**config.mk**
```make
export PLATFORM = sky130hd
export DESIGN_NAME = cbo_or_engine
export DESIGN_NICKNAME = d
export VERILOG_FILES = /design/src/rtl/cbo_pkg.sv /design/src/rtl/cbo_word_decode.sv /design/src/rtl/cbo_operand.sv /design/src/rtl/cbo_case_unit.sv /design/src/rtl/cbo_out_merge.sv /design/src/rtl/cbo_or_engine.sv
export SDC_FILE = /design/constraint.sdc
export NUM_CORES = 1
export LEC_CHECK = 0
export BUFFER_PORTS_ARGS = -buffer_cell sky130_fd_sc_hd__buf_2
export CORE_MARGIN = 1.5
export CORE_UTILIZATION = 65
export CTS_CLUSTER_SIZE = 24
export DETAILED_ROUTE_END_ITERATION = 10
export PLACE_DENSITY = 0.85
export SYNTH_ARGS = -nofsm -noshare
export SYNTH_HDL_FRONTEND = slang
export SYNTH_SLANG_ARGS = --single-unit
```
**constraint.sdc**
```tcl
create_clock -name clk -period 13.5 [get_ports clk]
set_input_delay 3.375 -clock clk [delete_from_list [all_inputs] [get_ports clk]]
set_output_delay 3.375 -clock clk [all_outputs]
set_load 0.005 [all_outputs]
```
**src/rtl/cbo_pkg.sv**
```systemverilog
// Package: shared constants and the sequencing state type of the OR engine.
package cbo_pkg;
    localparam int CBO_WORD_W = 32;

    typedef enum logic [1:0] {
        ST_IDLE  = 2'd0,
        ST_RUN   = 2'd1,
        ST_FLUSH = 2'd2
    } cbo_state_e;
endpackage

```
**src/rtl/cbo_word_decode.sv**
```systemverilog
// Splits one compressed word into its kind, fill value, run count and literal payload.
// Assumes the kind is in the top bit and the fill value in the next one down.
module cbo_word_decode #(
    parameter int WORD_W = cbo_pkg::CBO_WORD_W,
    localparam int PAY_W = WORD_W - 1,
    localparam int CNT_W = WORD_W - 2
) (
    input  logic [WORD_W-1:0] word_i,
    output logic              is_fill_o,
    output logic              fval_o,
    output logic [CNT_W-1:0]  cnt_o,
    output logic [PAY_W-1:0]  lit_o
);
    // field extraction
    always_comb begin
        is_fill_o = word_i[WORD_W-1];
        fval_o    = word_i[WORD_W-2];
        cnt_o     = word_i[CNT_W-1:0];
        lit_o     = word_i[PAY_W-1:0];
    end
endmodule

```
**src/rtl/cbo_operand.sv**
```systemverilog
// Holds the current word of one operand and tracks how much of a fill remains.
// Accepts a new word only once the held one is used up. Zero-length fills are
// dropped on arrival. Assumes use_i is only raised while a word is held.
module cbo_operand #(
    parameter int WORD_W = cbo_pkg::CBO_WORD_W,
    localparam int PAY_W = WORD_W - 1,
    localparam int CNT_W = WORD_W - 2
) (
    input  logic              clk,
    input  logic              rst_n,
    input  logic              clear_i,
    input  logic              run_i,
    input  logic              halt_i,
    input  logic              in_valid,
    input  logic [WORD_W-1:0] in_data,
    input  logic              in_last,
    output logic              in_ready,
    input  logic              use_i,
    input  logic [CNT_W-1:0]  dec_i,
    output logic              have_o,
    output logic              fill_o,
    output logic              fval_o,
    output logic [CNT_W-1:0]  cnt_o,
    output logic [PAY_W-1:0]  lit_o,
    output logic              ended_o
);
    logic             d_fill, d_fval;
    logic [CNT_W-1:0] d_cnt;
    logic [PAY_W-1:0] d_lit;
    logic             have_q, fill_q, fval_q, last_q, ended_q;
    logic [CNT_W-1:0] cnt_q;
    logic [PAY_W-1:0] lit_q;

    cbo_word_decode #(.WORD_W(WORD_W)) u_dec (
        .word_i(in_data), .is_fill_o(d_fill), .fval_o(d_fval),
        .cnt_o(d_cnt), .lit_o(d_lit)
    );

    // accept a word only while running, empty, and not stopped
    assign in_ready = run_i && !halt_i && !have_q && !ended_q;

    // load, partial consumption and end-of-stream tracking
    always_ff @(posedge clk) begin
        if (!rst_n) begin
            have_q <= 1'b0; fill_q <= 1'b0; fval_q <= 1'b0; last_q <= 1'b0;
            ended_q <= 1'b0; cnt_q <= '0; lit_q <= '0;
        end else if (clear_i) begin
            have_q  <= 1'b0;
            ended_q <= 1'b0;
        end else if (in_ready && in_valid) begin
            fill_q <= d_fill;
            fval_q <= d_fval;
            cnt_q  <= d_cnt;
            lit_q  <= d_lit;
            last_q <= in_last;
            if (d_fill && d_cnt == '0) begin
                have_q  <= 1'b0;
                ended_q <= in_last;
            end else begin
                have_q  <= 1'b1;
            end
        end else if (use_i && have_q) begin
            if (fill_q) begin
                cnt_q <= cnt_q - dec_i;
                if (cnt_q == dec_i) begin
                    have_q  <= 1'b0;
                    ended_q <= last_q;
                end
            end else begin
                have_q  <= 1'b0;
                ended_q <= last_q;
            end
        end
    end

    assign have_o  = have_q;
    assign fill_o  = fill_q;
    assign fval_o  = fval_q;
    assign cnt_o   = cnt_q;
    assign lit_o   = lit_q;
    assign ended_o = ended_q;


    fill_cnt_live_chk: assert property (@(posedge clk) disable iff (!rst_n)
        (have_q && fill_q) |-> (cnt_q != '0));

    dec_bound_chk: assert property (@(posedge clk) disable iff (!rst_n)
        (use_i && have_q && fill_q) |-> (dec_i != '0 && dec_i <= cnt_q));

    use_held_chk: assert property (@(posedge clk) disable iff (!rst_n)
        use_i |-> have_q);
endmodule

```
**src/rtl/cbo_case_unit.sv**
```systemverilog
// Combinational step: from the two current words, forms one result item and the
// amount each fill is used by. Covers fill/fill, fill/literal and literal/literal.
// Assumes both inputs hold a word when the result is taken.
module cbo_case_unit #(
    parameter int WORD_W = cbo_pkg::CBO_WORD_W,
    localparam int PAY_W = WORD_W - 1,
    localparam int CNT_W = WORD_W - 2
) (
    input  logic             a_fill, a_fval,
    input  logic [CNT_W-1:0] a_cnt,
    input  logic [PAY_W-1:0] a_lit,
    input  logic             b_fill, b_fval,
    input  logic [CNT_W-1:0] b_cnt,
    input  logic [PAY_W-1:0] b_lit,
    output logic             e_fill, e_fval,
    output logic [CNT_W-1:0] e_cnt,
    output logic [PAY_W-1:0] e_lit,
    output logic [CNT_W-1:0] dec_a, dec_b
);
    localparam logic [CNT_W-1:0] ONE = CNT_W'(1);
    logic [PAY_W-1:0] lor;
    logic [CNT_W-1:0] run_min;

    assign lor     = a_lit | b_lit;
    assign run_min = (a_cnt < b_cnt) ? a_cnt : b_cnt;

    // choose the handler by the kinds of the two words
    always_comb begin
        e_fill = 1'b0; e_fval = 1'b0; e_cnt = ONE; e_lit = '0;
        dec_a  = '0;   dec_b  = '0;
        if (a_fill && b_fill) begin
            e_fill = 1'b1;
            e_fval = a_fval | b_fval;
            e_cnt  = run_min;
            dec_a  = run_min;
            dec_b  = run_min;
        end else if (a_fill || b_fill) begin
            if (a_fill) dec_a = ONE;
            else        dec_b = ONE;
            if ((a_fill && a_fval) || (b_fill && b_fval)) begin
                e_fill = 1'b1;
                e_fval = 1'b1;
            end else begin
                e_lit = a_fill ? b_lit : a_lit;
            end
        end else if (&lor) begin
            e_fill = 1'b1;
            e_fval = 1'b1;
        end else if (lor == '0) begin
            e_fill = 1'b1;
            e_fval = 1'b0;
        end else begin
            e_lit = lor;
        end
    end
endmodule

```
**src/rtl/cbo_out_merge.sv**
```systemverilog
// One-word merge buffer and output register. A fill result joins a pending fill
// of equal value. On counter overflow a full fill is sent and the rest stays
// pending. Any other result pushes the pending word out. Assumes flush_i is only
// raised after the last result has been offered.
module cbo_out_merge #(
    parameter int WORD_W = cbo_pkg::CBO_WORD_W,
    localparam int PAY_W = WORD_W - 1,
    localparam int CNT_W = WORD_W - 2
) (
    input  logic              clk,
    input  logic              rst_n,
    input  logic              e_valid,
    input  logic              e_fill, e_fval,
    input  logic [CNT_W-1:0]  e_cnt,
    input  logic [PAY_W-1:0]  e_lit,
    output logic              e_accept,
    input  logic              flush_i,
    output logic              pend_empty,
    output logic              o_valid,
    output logic [WORD_W-1:0] o_data,
    input  logic              o_ready
);
    localparam logic [CNT_W:0]   CNT_MAX_W = {1'b0, {CNT_W{1'b1}}};
    localparam logic [CNT_W-1:0] CNT_MAX   = {CNT_W{1'b1}};

    logic              p_vld, p_fill, p_fval;
    logic [CNT_W-1:0]  p_cnt;
    logic [PAY_W-1:0]  p_lit;
    logic              out_free, mergeable, ovf, push;
    logic [CNT_W:0]    sum;
    logic [WORD_W-1:0] pend_word, push_word;

    assign out_free  = !o_valid || o_ready;
    assign sum       = {1'b0, p_cnt} + {1'b0, e_cnt};
    assign ovf       = sum > CNT_MAX_W;
    assign mergeable = p_vld && p_fill && e_fill && (p_fval == e_fval);
    assign pend_word = p_fill ? {1'b1, p_fval, p_cnt} : {1'b0, p_lit};
    assign pend_empty = !p_vld;

    // decide whether the result can be taken and what goes to the output
    always_comb begin
        e_accept  = 1'b0;
        push      = 1'b0;
        push_word = pend_word;
        if (e_valid) begin
            if (!p_vld || (mergeable && !ovf)) begin
                e_accept = 1'b1;
            end else if (mergeable) begin
                e_accept  = out_free;
                push      = out_free;
                push_word = {1'b1, p_fval, CNT_MAX};
            end else begin
                e_accept = out_free;
                push     = out_free;
            end
        end else if (flush_i && p_vld) begin
            push = out_free;
        end
    end

    // pending word: load, extend, split on overflow, or drain on flush
    always_ff @(posedge clk) begin
        if (!rst_n) begin
            p_vld <= 1'b0; p_fill <= 1'b0; p_fval <= 1'b0;
            p_cnt <= '0;   p_lit  <= '0;
        end else if (e_valid && e_accept) begin
            p_vld <= 1'b1;
            if (!mergeable) begin
                p_fill <= e_fill;
                p_fval <= e_fval;
                p_cnt  <= e_cnt;
                p_lit  <= e_lit;
            end else if (!ovf) begin
                p_cnt <= sum[CNT_W-1:0];
            end else begin
                p_cnt <= CNT_W'(sum - CNT_MAX_W);
            end
        end else if (flush_i && p_vld && out_free) begin
            p_vld <= 1'b0;
        end
    end

    // output register with back-pressure
    always_ff @(posedge clk) begin
        if (!rst_n) begin
            o_valid <= 1'b0;
            o_data  <= '0;
        end else if (push) begin
            o_valid <= 1'b1;
            o_data  <= push_word;
        end else if (o_ready) begin
            o_valid <= 1'b0;
        end
    end


    out_hold_chk: assert property (@(posedge clk) disable iff (!rst_n)
        (o_valid && !o_ready) |=> (o_valid && $stable(o_data)));

    no_empty_fill_chk: assert property (@(posedge clk) disable iff (!rst_n)
        o_valid |-> !(o_data[WORD_W-1] && o_data[CNT_W-1:0] == '0));

    pend_cnt_chk: assert property (@(posedge clk) disable iff (!rst_n)
        (p_vld && p_fill) |-> (p_cnt != '0));
endmodule

```
**src/rtl/cbo_or_engine.sv**
```systemverilog
// Top of the compressed bitmap OR engine: sequences idle, run and flush; holds
// one operand slot per input stream; feeds the step unit and the merge buffer.
// Assumes both streams are well formed and end with a last-flagged word.
module cbo_or_engine #(
    parameter int WORD_W = cbo_pkg::CBO_WORD_W,
    localparam int PAY_W = WORD_W - 1,
    localparam int CNT_W = WORD_W - 2,
    localparam int N_OPS = 2
) (
    input  logic              clk,
    input  logic              rst_n,
    input  logic              start,
    output logic              done,
    input  logic              a_valid,
    output logic              a_ready,
    input  logic [WORD_W-1:0] a_data,
    input  logic              a_last,
    input  logic              b_valid,
    output logic              b_ready,
    input  logic [WORD_W-1:0] b_data,
    input  logic              b_last,
    output logic              o_valid,
    input  logic              o_ready,
    output logic [WORD_W-1:0] o_data
);
    import cbo_pkg::*;

    cbo_state_e       state_q;
    logic             run, clear, any_end, step, e_valid, e_accept, pend_empty, done_q;
    logic [N_OPS-1:0] in_valid_v, in_last_v, in_ready_v, have_v, fill_v, fval_v, ended_v;
    logic [WORD_W-1:0] in_data_v [N_OPS];
    logic [CNT_W-1:0]  cnt_v     [N_OPS];
    logic [CNT_W-1:0]  dec_v     [N_OPS];
    logic [PAY_W-1:0]  lit_v     [N_OPS];
    logic              e_fill, e_fval;
    logic [CNT_W-1:0]  e_cnt;
    logic [PAY_W-1:0]  e_lit;

    assign run     = (state_q == ST_RUN);
    assign clear   = (state_q == ST_IDLE) && start;
    assign any_end = |ended_v;
    assign e_valid = run && (&have_v);
    assign step    = e_valid && e_accept;

    assign in_valid_v = {b_valid, a_valid};
    assign in_last_v  = {b_last, a_last};
    assign in_data_v[0] = a_data;
    assign in_data_v[1] = b_data;
    assign a_ready = in_ready_v[0];
    assign b_ready = in_ready_v[1];

    // one operand slot per input stream
    for (genvar g = 0; g < N_OPS; g++) begin : g_op
        cbo_operand #(.WORD_W(WORD_W)) u_op (
            .clk(clk), .rst_n(rst_n), .clear_i(clear), .run_i(run), .halt_i(any_end),
            .in_valid(in_valid_v[g]), .in_data(in_data_v[g]), .in_last(in_last_v[g]),
            .in_ready(in_ready_v[g]), .use_i(step), .dec_i(dec_v[g]),
            .have_o(have_v[g]), .fill_o(fill_v[g]), .fval_o(fval_v[g]),
            .cnt_o(cnt_v[g]), .lit_o(lit_v[g]), .ended_o(ended_v[g])
        );
    end

    cbo_case_unit #(.WORD_W(WORD_W)) u_case (
        .a_fill(fill_v[0]), .a_fval(fval_v[0]), .a_cnt(cnt_v[0]), .a_lit(lit_v[0]),
        .b_fill(fill_v[1]), .b_fval(fval_v[1]), .b_cnt(cnt_v[1]), .b_lit(lit_v[1]),
        .e_fill(e_fill), .e_fval(e_fval), .e_cnt(e_cnt), .e_lit(e_lit),
        .dec_a(dec_v[0]), .dec_b(dec_v[1])
    );

    cbo_out_merge #(.WORD_W(WORD_W)) u_merge (
        .clk(clk), .rst_n(rst_n), .e_valid(e_valid), .e_fill(e_fill), .e_fval(e_fval),
        .e_cnt(e_cnt), .e_lit(e_lit), .e_accept(e_accept),
        .flush_i(state_q == ST_FLUSH), .pend_empty(pend_empty),
        .o_valid(o_valid), .o_data(o_data), .o_ready(o_ready)
    );

    // operation sequencing: idle -> run -> flush -> idle
    always_ff @(posedge clk) begin
        if (!rst_n) begin
            state_q <= ST_IDLE;
            done_q  <= 1'b0;
        end else begin
            done_q <= 1'b0;
            case (state_q)
                ST_IDLE:  if (start) state_q <= ST_RUN;
                ST_RUN:   if (any_end) state_q <= ST_FLUSH;
                ST_FLUSH: if (pend_empty && !o_valid) begin
                              state_q <= ST_IDLE;
                              done_q  <= 1'b1;
                          end
                default:  state_q <= ST_IDLE;
            endcase
        end
    end

    assign done = done_q;


    done_drained_chk: assert property (@(posedge clk) disable iff (!rst_n)
        done |-> (!o_valid && !a_ready && !b_ready));

    done_pulse_chk: assert property (@(posedge clk) disable iff (!rst_n)
        done |=> !done);

    idle_quiet_chk: assert property (@(posedge clk) disable iff (!rst_n)
        (state_q == ST_IDLE) |-> (!a_ready && !b_ready));
endmodule

```
# [After elaboration in Yosys (flattened, before gate mapping)]
# Index checks and enable logic that the tools add are counted.
[totals] ff_bits=232 latch_bits=0 mem_bits_rw=0 romBits=0 out_inout_bits=36 elab_cells=175 memories=0
[classes] n_addsub=4 n_mul=0 div=0 order_cmp=2 eq_ne=12 shifts=0 mux=68 bitwise=5 n_reduce_logical=61
[op_table] op="two-way mux 30 bit" count=14
[op_table] op="two-way mux 31 bit" count=6
[op_table] op="two-way mux 32 bit" count=4
[op_table] op="equality test 30 bit" count=2
[op_table] op="logical NOT 30 bit" count=2
[op_table] op="subtractor 30 bit" count=2
[op_table] op="two-way mux 1 bit" count=40
[op_table] op="adder 30 x 30 -> 31 bit" count=1
[op_table] op="> comparator 31 x 30 -> 1 bit, second input constant" count=1
[op_table] op="logical NOT 31 bit" count=1
[op_table] op="OR 31 bit" count=1
[op_table] op="AND reduction 31 bit" count=1
[op_table] op="less-than comparator 30 bit" count=1
[op_table] op="subtractor 30 bit, second input constant" count=1
[op_table] op="logical AND 1 bit" count=24
[op_table] op="AND reduction 3 bit" count=5
[op_table] op="AND reduction 2 bit" count=7
[op_table] op="nonzero test 2 bit" count=6
[op_table] op="!= test 2 bit, second input constant" count=5
[op_table] op="logical NOT 1 bit" count=8
[op_table] op="two-way mux 2 bit" count=3
[op_table] op="!= test 3 bit, second input constant" count=2
[op_table] op="case mux 2 bit (3 select lines)" count=1
[op_table] op="logical OR 1 bit" count=4
[op_table] op="7 further kinds" count=10

# [Logic depth before layout (Yosys ltp)]
[depth] ltp_word=16 mapped_depth=28

# [By module]
# From an unflattened synthesis, not the netlist that was laid out.
[hier_totals] hier_cells=2696 hier_area_um2=20203.1
[by_module_without_submodules] module="cbo_operand" n_inst=2 cells_each=626 area_each_um2=4699.5
[by_module_without_submodules] module="cbo_out_merge" n_inst=1 cells_each=869 area_each_um2=6932.9
[by_module_without_submodules] module="cbo_case_unit" n_inst=1 cells_each=432 area_each_um2=2772.7
[by_module_without_submodules] module="cbo_word_decode" n_inst=2 cells_each=63 area_each_um2=473.0
[by_module_without_submodules] module="cbo_or_engine" n_inst=1 cells_each=17 area_each_um2=152.6

# [Worst setup path after synthesis]
# Ideal clock, no wire load.
[synth_timing] path_kind="reg2reg" start="reg g_op[1].u_op.cnt_q[25]" end="reg g_op[0].u_op.cnt_q[12]" setup_ns=0.116 arrival_ns=6.436 required_ns=13.384 path_slack_ns=6.948 stages_incl_launch_ff=26 path_buffers=4 path_cell_list="dfxtp_1 inv_1 ha_1 a2111oi_0 o21ai_0 a221oi_1 and4_1 o311ai_0 nand2_1 clkbuf_1 clkbuf_1 o211ai_1 ha_1 fa_1 a211o_4 a211oi_4 o211a_1 nor3_1 o31ai_1 nand3_2 nor4b_4 nand4_2 a41o_1 buf_2 buf_2 o211a_1"
[synth_between] elab_chain_cells=14
[synth_rtl] item="from (decl)" line="cbo_operand.sv:31" text="logic [CNT_W-1:0] cnt_q;"
[synth_rtl] item="from (signal assigned)" line="cbo_operand.sv:53" text="cnt_q <= d_cnt;"
[synth_rtl] item="from (signal assigned)" line="cbo_operand.sv:64" text="cnt_q <= cnt_q - dec_i;"
[synth_rtl] item="less-than comparator 30 bit" line="cbo_case_unit.sv:25" text="assign run_min = (a_cnt < b_cnt) ? a_cnt : b_cnt;"
[synth_rtl] item="two-way mux 30 bit (*)" line="cbo_case_unit.sv:25"
[synth_rtl] item="two-way mux 30 bit" line="cbo_case_unit.sv:31" text="if (a_fill && b_fill) begin"
[synth_rtl] item="adder 30 x 30 -> 31 bit" line="cbo_out_merge.sv:34" text="assign sum = {1'b0, p_cnt} + {1'b0, e_cnt};"
[synth_rtl] item="> comparator 31 x 30 -> 1 bit" line="cbo_out_merge.sv:35" text="assign ovf = sum > CNT_MAX_W;"
[synth_rtl] item="logical NOT 1 bit" line="cbo_out_merge.sv:46" text="if (!p_vld || (mergeable && !ovf)) begin"
[synth_rtl] item="logical AND 1 bit" line="cbo_out_merge.sv:46"
[synth_rtl] item="logical OR 1 bit" line="cbo_out_merge.sv:46"
[synth_rtl] item="two-way mux 1 bit" line="cbo_out_merge.sv:46"
[synth_rtl] item="two-way mux 1 bit" line="cbo_out_merge.sv:45" text="if (e_valid) begin"
[synth_rtl] item="logical AND 1 bit" line="cbo_or_engine.sv:43" text="assign step = e_valid && e_accept;"
[synth_rtl] item="logical AND 1 bit" line="cbo_operand.sv:62" text="end else if (use_i && have_q) begin"
[synth_rtl] item="nonzero test 2 bit (no source line)"
[synth_rtl] item="AND reduction 3 bit (no source line)"
[synth_rtl] item="to (signal assigned)" line="cbo_operand.sv:53"
[synth_rtl] item="to (signal assigned)" line="cbo_operand.sv:64"
[synth_rtl] item="to (decl)" line="cbo_operand.sv:31"
# Every way passes the cells marked *; elsewhere a longest branch is shown, timed or not. The select of a mux whose other input is x is not followed.
# A chain may end at the register's enable or synchronous reset.

# [Final worst setup path]
[layout_timing] start="reg g_op[1].u_op.cnt_q[25]" end="reg u_merge.p_lit[30]"
[layout_between] elab_chain_cells=12
[layout_rtl] item="less-than comparator 30 bit" line="cbo_case_unit.sv:25"
[layout_rtl] item="two-way mux 30 bit (*)" line="cbo_case_unit.sv:25"
[layout_rtl] item="two-way mux 30 bit (*)" line="cbo_case_unit.sv:31"
[layout_rtl] item="adder 30 x 30 -> 31 bit (*)" line="cbo_out_merge.sv:34"
[layout_rtl] item="> comparator 31 x 30 -> 1 bit (*)" line="cbo_out_merge.sv:35"
[layout_rtl] item="logical NOT 1 bit (*)" line="cbo_out_merge.sv:46"
[layout_rtl] item="logical AND 1 bit (*)" line="cbo_out_merge.sv:46"
[layout_rtl] item="logical OR 1 bit (*)" line="cbo_out_merge.sv:46"
[layout_rtl] item="two-way mux 1 bit (*)" line="cbo_out_merge.sv:46"
[layout_rtl] item="two-way mux 1 bit (*)" line="cbo_out_merge.sv:45"
[layout_rtl] item="logical AND 1 bit (*)" line="cbo_out_merge.sv:66" text="end else if (e_valid && e_accept) begin"
[layout_rtl] item="AND reduction 2 bit (no source line) (*)"
[layout_rtl] item="to (signal assigned)" line="cbo_out_merge.sv:72" text="p_lit <= e_lit;"
[layout_rtl] item="to (decl)" line="cbo_out_merge.sv:28" text="logic [PAY_W-1:0] p_lit;"
# Every way passes the cells marked *; elsewhere a longest branch is shown, timed or not.

==> flow_summary.json <==
{
  "p_seq_share_pct": 37.1,
  "numCtsBuffers": 26,
  "grt_max_degree": 79,
  "ctsResizeCount": 0,
  "grt_pass1_vias": 16100,
  "antenna_found_initial": 3,
  "pwr-share-clk_pct": 36.6,
  "critPathSlowestCell": "nand2_1",
  "nets": 2377,
  "syn-cell-area_sq_um": 16600,
  "antennaDiodeCount": 0,
  "cp-start-kind": "register",
  "crit_fanout": 42,
  "cts_root_buffer": "clkbuf_16",
  "cts_sinks": 230,
  "cts_buffer_depth": 3,
  "fin_worst_skew_ps": 18.2,
  "ys_seq_elements": 230,
  "setup_ws_ps": 5170,
  "outcome": "complete, no violations",
  "clock_latency_ps": 550,
  "power_leakage_nw": 7.02,
  "fin_crit_sh_pct": 61.7,
  "ys.warnings.count": 0,
  "ir_worst_vdd_mv": 0.105,
  "yosys-top-cells-area": "dfxtp_1, ha_1, a21oi_1",
  "power_mw": 1.96,
  "crit_path_end": "u_merge.p_lit[30]",
  "hold_viol_final": 0,
  "grt_pass1_wl_mm": 93.7,
  "synth_top_area_share_pct": 27.7,
  "syn_nets": 2340,
  "async_reset_ff_share_pct": 0,
  "r2r_cells": 23,
  "place_ws_ps": 5440,
  "drc_errors": 0,
  "portBuffers": 107,
  "r2r_start": "g_op[1].u_op.cnt_o[25]",
  "crit_buf_inv": 3,
  "vias_per_cell": 6.98,
  "fp.dieW_um": 163,
  "core-area_sq_um": 25100,
  "gp_congestion": 0.979,
  "syn_avg_cell_area_sq_um": 7.74,
  "synth_cell_types": 97,
  "vias": 17700,
  "rrSetupSlack_ps": 5170,
  "fin_crit_ps": 8330,
  "post_cts_buffers": 0,
  "drive_above_1_share_pct": 13.0,
  "switchingPower_mw": 0.658,
  "grt_use_total_pct": 46.3,
  "maxCapViolCount": 0,
  "worstHoldStart": "g_op[0].u_op.last_q",
  "worstPathRequired_ps": 13970,
  "firstDrtPassIters": 9,
  "whs_ps": 470,
  "cts_tree": "yes",
  "synth_edf_count": 0,
  "swShare_pct": 33.5,
  "cts.reportedPaths.clkPinSlew_ps": 60,
  "yosysSeqAreaShare_pct": 27.7,
  "area_growth_pct": 8.87,
  "rows": 58,
  "crit_chain": "inv_1 > ha_1 > a2111oi_0 > o21ai_0 > a221oi_1 > and4_1 > o311ai_0 > nand2_2 > buf_4 > mux2i_1 > nand2b_1 > inv_1 > fa_1 > a211o_4 > a211oi_4 > o211a_1 > nor4_1 > nor2_1 > o21ai_1 > o31ai_1 > nand2_1 > or3_1 > a21oi_1",
  "startpoint": "g_op[1].u_op.cnt_o[25]",
  "dpl.hpwl_mm": 47.0,
  "cp.arrival_ps": 8800,
  "reg2reg_to": "u_merge.p_lit[30]",
  "critPathCaptureType": "register",
  "rsz0062_at_grt": "no",
  "drv_slew": 0,
  "hp-class": "reg -> reg",
  "hold-path-cell-count": 2,
  "ant_nets": 0,
  "wire_per_inst_um": 24.7,
  "crit_type": "reg -> reg",
  "yosysTopAreaCell": "dfxtp_1",
  "power.density_nw_per_um2": 108,
  "crit_top_cell": "inv_1",
  "io_pins": 108,
  "final_cell_mix": "nand2_1, a21oi_1, dfxtp_1",
  "routed_wl_mm": 62.6,
  "synthCells": 2147,
  "die-area_sq_um": 26500,
  "start_util_pct": 66.2,
  "power.internal_mw": 1.30,
  "tightest_slew_ps": 1230,
  "final_common_cell": "nand2_1",
  "power_frac_comb_pct": 26.3,
  "drtIter0Drc": 2298,
  "htreeDepth": 1,
  "finalSetupTns_ps": 0,
  "cp.depth": 23,
  "slew_headroom_pct": 17.5,
  "postCtsHoldBufs": 0,
  "grt_overflow_total": 0,
  "fmax_mhz": 120,
  "die_h_um": 163,
  "synthFlopType": "dfxtp_1",
  "finalSetupViolations": 0,
  "cpPeakStageDelay_ps": 890,
  "crit_family": "compound AO/OA/AOI/OAI gates"
}
[Yosys cell counts, types with 33 or more instances]
library cell and n:
a22oi_1 33, nor2_1 192, nand2_1 273, o21ai_0 81, nor4_1 45, xnor2_1 58, ha_1 118, inv_1 83
a31oi_1 41, nor3_1 62, a21o_1 36, clkbuf_1 92, nand3_1 57, a21oi_1 234, dfxtp_1 230
[worst reg2reg max path: cells and delay by family, from the launching register on]
kind	cells	cell delay, ps
AND/OR/NAND/NOR	7	2760
adder cells (fa/ha/maj)	2	810
multiplexers	1	280
buffers and inverters	3	720
flip-flops	1	350
AO/OA/AOI/OAI	10	3340
[power by group through the flow]
stage          clock, mW  combinational [mW]  sequential [mW]
2_1_floorplan          0               0.376            0.732
3_3_place_gp           0               0.489            0.740
3_5_place_dp           0               0.498            0.741
4_1_cts            0.711               0.503            0.726
5_1_grt            0.735               0.561            0.730
6_report           0.718               0.517            0.728
[state kept, by name, summed over array words and instances (netlist names), 30 cells and up]
signal / flops
g_op.u_op.cnt_o: 60
g_op.u_op.lit_o: 61
u_merge.o_data: 32
u_merge.p_cnt: 30
u_merge.p_lit: 31
[metrics by stage]
stage          area (sq um)  utilization (%)  instances
3_5_place_dp          17300             68.7       2486
2_1_floorplan         16600                -       2147
4_1_cts               18100             72.1       2533
6_report              18100             72.1       2533
5_1_grt               18100             72.1       2533
3_3_place_gp          17300             68.7       2486
[worst min path at each step]
stage                               end  slack, ps
floorplan             u_merge.p_lit[30]        430
global placement    g_op[0].u_op.last_q        440
detailed placement    u_merge.p_lit[30]        450
CTS                 g_op[0].u_op.last_q        470
global route        g_op[0].u_op.last_q        480
finish              g_op[0].u_op.last_q        470
[cells by family (layout without fill, tap and decap cells)]
logic type | count (synthesis) | count (layout) | share of synthesized area (%)
xor+xnor | 90 | 90 | 4.74
fa+ha+maj | 121 | 121 | 9.24
mux | 43 | 43 | 2.81
buf+inv | 204 | 260 | 4.99
simple gates | 789 | 789 | 22.9
compound gates | 670 | 670 | 27.6
flops | 230 | 230 | 27.7
[cell type report]
type	count	area, sq um
repair buffers	130	708
inverters	83	314
fillers	2106	7010
multi-input cells	1713	11200
clock inverters	9	61.3
well taps	330	413
flip-flops and latches	230	4600
clock buffers	38	787
[per-layer routing]
layer	track usage, %	wire length (um)
met4	32.7	5160
met1	57.8	23600
met5	0	32
met3	10.1	6920
met2	70.7	26900
No activity file was read; power rests on OpenSTA's default activity.
